**src/rtl/arb_pkg.sv**
```systemverilog
package arb_pkg;
   typedef enum logic [1:0] {
      TIER_URGENT = 2'd0,
      TIER_READY  = 2'd1,
      TIER_ANY    = 2'd2
   } tier_e;

   localparam int unsigned NUM_TIERS = 3;

   function automatic int unsigned clog2_min1(input int unsigned n);
      int unsigned w;
      w = 1;
      while ((1 << w) < n) w++;
      return w;
   endfunction
endpackage

```
**src/rtl/lat_ema.sv**
```systemverilog
module lat_ema #(
   parameter int unsigned LAT_W  = 16,
   parameter int unsigned SHIFT  = 3,
   localparam int unsigned THR_W = LAT_W + 1,
   localparam int unsigned SUM_W = LAT_W + SHIFT
) (
   input  logic             clk,
   input  logic             rst_n,
   input  logic [LAT_W-1:0] init_avg,
   input  logic             lat_valid,
   input  logic [LAT_W-1:0] lat_sample,
   output logic [LAT_W-1:0] avg_o,
   output logic [THR_W-1:0] thr_o
);
   if (SHIFT < 1 || SHIFT > 8) begin : g_bad_shift
      $error("lat_ema: SHIFT out of range");
   end

   localparam logic [SUM_W-1:0] KEEP = SUM_W'((1 << SHIFT) - 1);

   logic [LAT_W-1:0] avg_q;
   logic [SUM_W-1:0] blend;
   logic [SUM_W-1:0] blend_sh;

   always_comb begin
      blend    = SUM_W'(avg_q) * KEEP + SUM_W'(lat_sample);
      blend_sh = blend >> SHIFT;
   end

   always_ff @(posedge clk) begin
      if (!rst_n)         avg_q <= init_avg;
      else if (lat_valid) avg_q <= blend_sh[LAT_W-1:0];
   end

   assign avg_o = avg_q;
   assign thr_o = THR_W'(avg_q) + THR_W'(avg_q / LAT_W'(5));

   p_avg_hold_r9: assert property (@(posedge clk) disable iff (!rst_n)
      (!lat_valid && $past(rst_n)) |=> (avg_q == $past(avg_q)));
   p_avg_bounded_r9: assert property (@(posedge clk) disable iff (!rst_n)
      (lat_valid && $past(rst_n) && (lat_sample <= avg_q)) |=> (avg_q <= $past(avg_q)));
endmodule

```
**src/rtl/urgency_flags.sv**
```systemverilog
module urgency_flags #(
   parameter int unsigned N     = 16,
   parameter int unsigned AGE_W = 16,
   parameter int unsigned THR_W = 17
) (
   input  logic [N*AGE_W-1:0] ages,
   input  logic [THR_W-1:0]   thr,
   output logic [N-1:0]       urgent
);
   localparam int unsigned CMP_W = (AGE_W > THR_W) ? AGE_W : THR_W;

   for (genvar i = 0; i < N; i++) begin : g_entry
      logic [CMP_W-1:0] age_x;
      assign age_x     = CMP_W'(ages[i*AGE_W +: AGE_W]);
      assign urgent[i] = age_x > CMP_W'(thr);
   end
endmodule

```
**src/rtl/oldest_picker.sv**
```systemverilog
module oldest_picker #(
   parameter int unsigned N     = 16,
   parameter int unsigned AGE_W = 16,
   localparam int unsigned IDX_W = arb_pkg::clog2_min1(N)
) (
   input  logic [N-1:0]       mask,
   input  logic [N*AGE_W-1:0] ages,
   output logic [N-1:0]       pick,
   output logic               any
);
   logic [IDX_W-1:0] best_idx;
   logic [AGE_W-1:0] best_age;
   logic             found;

   always_comb begin
      best_idx = '0;
      best_age = '0;
      found    = 1'b0;
      for (int i = 0; i < N; i++) begin
         if (mask[i] && (!found || ages[i*AGE_W +: AGE_W] > best_age)) begin
            best_idx = IDX_W'(i);
            best_age = ages[i*AGE_W +: AGE_W];
            found    = 1'b1;
         end
      end
      pick = '0;
      if (found) pick[best_idx] = 1'b1;
      any = found;
   end
endmodule

```
**src/rtl/age_escalating_arbiter.sv**
```systemverilog
module age_escalating_arbiter #(
   parameter int unsigned N         = 16,
   parameter int unsigned AGE_W     = 16,
   parameter int unsigned LAT_W     = 16,
   parameter int unsigned EMA_SHIFT = 3,
   localparam int unsigned THR_W    = LAT_W + 1
) (
   input  logic               clk,
   input  logic               rst_n,
   input  logic [LAT_W-1:0]   init_avg,
   input  logic               lat_valid,
   input  logic [LAT_W-1:0]   lat_sample,
   input  logic [N-1:0]       req_valid,
   input  logic [N-1:0]       req_ready,
   input  logic [N-1:0]       req_eligible,
   input  logic [N*AGE_W-1:0] req_age,
   output logic [N-1:0]       grant
);
   import arb_pkg::*;

   if (N < 2 || N > 64) begin : g_bad_n
      $error("age_escalating_arbiter: N out of range");
   end
   if (AGE_W < 2 || LAT_W < 4) begin : g_bad_w
      $error("age_escalating_arbiter: width too small");
   end

   logic [LAT_W-1:0] avg;
   logic [THR_W-1:0] thr;
   logic [N-1:0]     urgent;
   logic [N-1:0]     cand;
   logic [N-1:0]     tier_mask [NUM_TIERS];
   logic [N-1:0]     tier_pick [NUM_TIERS];
   logic [NUM_TIERS-1:0] tier_any;

   lat_ema #(.LAT_W(LAT_W), .SHIFT(EMA_SHIFT)) u_ema (
      .clk(clk), .rst_n(rst_n), .init_avg(init_avg),
      .lat_valid(lat_valid), .lat_sample(lat_sample),
      .avg_o(avg), .thr_o(thr)
   );

   urgency_flags #(.N(N), .AGE_W(AGE_W), .THR_W(THR_W)) u_urg (
      .ages(req_age), .thr(thr), .urgent(urgent)
   );

   assign cand = req_valid & req_eligible;

   for (genvar t = 0; t < NUM_TIERS; t++) begin : g_tier
      if (t == int'(TIER_URGENT)) begin : g_u
         assign tier_mask[t] = cand & urgent;
      end else if (t == int'(TIER_READY)) begin : g_r
         assign tier_mask[t] = cand & req_ready;
      end else begin : g_a
         assign tier_mask[t] = cand;
      end
      oldest_picker #(.N(N), .AGE_W(AGE_W)) u_pick (
         .mask(tier_mask[t]), .ages(req_age),
         .pick(tier_pick[t]), .any(tier_any[t])
      );
   end

   always_comb begin
      grant = '0;
      for (int t = NUM_TIERS - 1; t >= 0; t--) begin
         if (tier_any[t]) grant = tier_pick[t];
      end
   end

   p_onehot_r1: assert property (@(posedge clk) disable iff (!rst_n)
      $onehot0(grant));
   p_grant_when_cand_r1: assert property (@(posedge clk) disable iff (!rst_n)
      (cand != '0) |-> (grant != '0));
   p_no_ineligible_r2: assert property (@(posedge clk) disable iff (!rst_n)
      ((grant & ~cand) == '0));
   p_urgent_first_r4: assert property (@(posedge clk) disable iff (!rst_n)
      ((cand & urgent) != '0) |-> ((grant & urgent) != '0));
   p_ready_first_r6: assert property (@(posedge clk) disable iff (!rst_n)
      (((cand & urgent) == '0) && ((cand & req_ready) != '0)) |-> ((grant & req_ready) != '0));
endmodule

```
**config.mk**
```make
export PLATFORM = sky130hd
export DESIGN_NAME = age_escalating_arbiter
export DESIGN_NICKNAME = d
export VERILOG_FILES = /design/src/rtl/arb_pkg.sv /design/src/rtl/lat_ema.sv /design/src/rtl/urgency_flags.sv /design/src/rtl/oldest_picker.sv /design/src/rtl/age_escalating_arbiter.sv
export SDC_FILE = /design/constraint.sdc
export NUM_CORES = 2
export LEC_CHECK = 0
export BUFFER_PORTS_ARGS = -buffer_cell sky130_fd_sc_hd__buf_2
export CAP_MARGIN = 5
export CORE_MARGIN = 3
export CORE_UTILIZATION = 55
export CTS_BUF_LIST = sky130_fd_sc_hd__clkbuf_8
export DETAILED_ROUTE_END_ITERATION = 6
export GPL_TIMING_DRIVEN = 0
export PLACE_DENSITY = 0.76
export SLEW_MARGIN = 20
export SYNTH_ARGS = -nofsm -noshare
export SYNTH_HDL_FRONTEND = slang
export SYNTH_SLANG_ARGS = --single-unit
```
**constraint.sdc**
```tcl
create_clock -name clk -period 59.5 [get_ports clk]
set_input_delay 0 -clock clk [delete_from_list [all_inputs] [get_ports clk]]
set_output_delay 0 -clock clk [all_outputs]
set_load 0.03 [all_outputs]
```
==> flow_summary.ini <==
[cts]
tritoncts = done
cts_hold_buffers = 0
cts_made_buffers = 3
clock_sinks = 16
clk_latency_ps = 300
cts.clk_slew.worst_paths_ps = 110
cts_max_level = 1
cts_buffer_depth = 2
cts_root_buf = clkbuf_8

[critical_path]
endpoint_kind = output pin
crit_path_max_fanout = 10
ff2ff_setup_slack_ps = 51510
start_kind = register
critPathRequiredTime_ps = 59500
slowest_delay_ps = 620
path_common_cell = a21oi_1
critPathBufInv = 37
slowest_stage = or4b_1
path_class = reg2out
arrival_ps = 57020
path_delay_family = compound AO/OA/AOI/OAI gates

[synthesis]
synth_xor_area_share_pct = 3.187
netlist_instances = 5812
synth_top_family_by_area = adder cells
synthMuxAreaShare_pct = 8.825
async_reset_ff_share_pct = 0
ys_ff_latch = 16
synth_cell_type_count = 139
avgSynthCellArea_sq_um = 7.201
synthesis.area_sq_um = 41850
synthesis.nets = 7166
synthAdderAreaFrac_pct = 31.50
synth-compound-area-share_pct = 26.52
yosys_warnings = 0
synth-simple-area-share_pct = 22.75
ys.flop_type = edfxtp_1
seq_area_frac_synth_pct = 1.148
synth_edf_count = 16

[cells_and_area]
drive_above_1_share_pct = 16.39
final_core_utilization_pct = 64.03
fillCellCount = 6724
area_growth_pct = 14.65
largest_reg_flops = 16
multi_input_area_sq_um = 40430
layout.nets = 7676
regArea_sq_um = 480.5

[outcome]
failed_checks = DRC, hold timing
status = finished, violations left

[timing]
slew_viol_final = 0
maxSlewHeadroom_pct = 21.17
worst_pin_slew_ps = 1182
setup_violations = 0
clock.fmax_mhz = 17.54
fin_crit_sh_pct = 95.84
finalCriticalPeriod_ps = 57020
fin_hold_ws_ps = -2.148
skew_ps = 25.42
timing_hold_violations_final = 1

[die]
core_area_sq_um = 74950
num_rows = 100
die_h_microns = 281.9
dieArea_sq_um = 79440
start_util_pct = 55.84
die_w_microns = 281.9
ios = 355

[global_route]
antenna_found_initial = 15
globalRouteMet3Util_pct = 10.32
gr-total-overflow = 0
grt_max_degree = 20
busiest_layer = met2
grt_use_met1_pct = 54.73
grt_pass1_wl_mm = 258.4
grtUsageTotal_pct = 41.32
grt_pass1_vias = 44210
gr-usage-met2_pct = 62.54

[routing]
wl_per_cell_microns = 24.27
ant_nets = 0
num_vias = 49300
first_iter_violations = 6351
wl_mm = 177.2
dr.pass1.iters = 7
vias_per_cell = 6.755
drc = 7

[placed_design]
dp_hpwl_mm = 142.6
port_buffers = 352
place_congestion = 1.061

[worst_hold_path]
hold_path_class = in2reg

[run]
cap_violations = 0
## cells in the mapped netlist, types with 122 or more instances
cell type  count  area, sq um
ha_1         985        12320
mux2_2       136         1531
nor2_1       360         1351
a21oi_1      551         2758
inv_1        488         1832
nor2b_1      196         1226
xnor2_1      123         1077
nand2b_1     176         1101
clkbuf_1     122        457.9
mux2i_1      212         2122
o21ai_0      476         2382
a21o_1       125        938.4
nand4_1      206         1289
nand2_1      489         1836
## final cells by class
| type | count | share of cell area, % |
|---|---|---|
| antenna | 9 | 0.04693 |
| buffer | 156 | 1.648 |
| clock buffer | 3 | 0.08605 |
| clock inverter | 1 | 0.007822 |
| inverter | 497 | 3.914 |
| multi-input combinational | 5138 | 84.25 |
| sequential | 16 | 1.001 |
| tap | 969 | 2.527 |
| timing repair buffer | 510 | 6.524 |
## final timing paths
check | end | start | cells after the start
max reg2reg | u_ema.avg_o[15]$_DFFE_PP_ | u_ema.avg_o[1]$_DFFE_PP_ | 39
max | grant[5] | u_ema.avg_o[8]$_DFFE_PP_ | 312
min | u_ema.avg_o[5]$_DFFE_PP_ | init_avg[5] | 2
min reg2reg | u_ema.avg_o[0]$_DFFE_PP_ | u_ema.avg_o[0]$_DFFE_PP_ | 3
## cell families (layout without fill, tap and decap cells)
family,Yosys count,in the layout
simple gates,1842,1842
compound gates,1754,1756
fa+ha+maj,1041,1041
buf+inv,660,1167
mux,351,351
xor+xnor,148,148
flops,16,16
other cells,0,9
## stage by stage
step                worst slack [ps]  TNS (ps)  cell area, sq um  instances
finish                          2475         0             47990       7299
detailed placement             -6786   -103280             45340       7161
floorplan                       5948         0             41850       5812
CTS                            9.912         0             45940       7189
global route                  -788.0     -9449             47970       7291
global placement               -6225    -93920             44830       7133
## worst reg2reg max path, delay by kind of cell, from the launching register on
| family | cells | cell delay [ps] |
|---|---|---|
| xor gates and xnor gates | 1 | 90 |
| AOI/OAI and AO/OA | 16 | 4430 |
| buffers and inverters | 18 | 1300 |
| muxes | 1 | 260 |
| DFF | 1 | 400 |
| adders and majority gates | 3 | 1250 |
## placed cells by master, fill, tap and decap left out, types with 16 or more instances in the layout
cell,synthesis,routed
nand4_1,206,206
o22ai_1,34,28
xnor2_2,3,18
buf_4,6,141
nor2_1,360,349
nand2_1,489,485
inv_1,488,478
nor4_1,33,31
buf_1,22,19
o21a_1,117,116
a31oi_1,58,47
o21bai_1,29,29
edfxtp_1,16,16
nand3_1,118,110
fa_1,30,30
and3_1,39,38
nor3_1,63,54
xnor2_1,123,104
or4_1,30,26
o31ai_1,22,19
mux2_2,136,136
o21ai_0,476,462
buf_2,9,358
a21oi_1,551,527
buf_6,4,29
mux2i_1,212,194
a22oi_1,19,18
ha_1,985,979
clkbuf_1,122,84
nor2b_1,196,196
a21o_1,125,125
maj3_1,26,26
a21oi_2,5,26
clkbuf_2,0,16
or3_1,22,20
nand2b_1,176,174
a21boi_0,22,21
o211ai_1,38,38
o21ai_1,21,17
## routing by layer
metal	wire length, microns	vias to the layer above	share of wire (%)
met5	202	-	0.11
met4	11420	14	6.4
met3	23540	809	13
met2	72710	3402	41
met1	69300	22520	39
li1	-	22560	-
## what timing repair did
action | CTS | global route
gates cloned | 0 | 3
pin swaps | 9 | 56
buffers inserted | 27 | 102
setup endpoints to repair | 16 | 16
resized for setup | 93 | 292
Power is left out: the tool's default activity adds up to more than one toggle a clock period on the data nets, which glitch-free logic cannot reach.
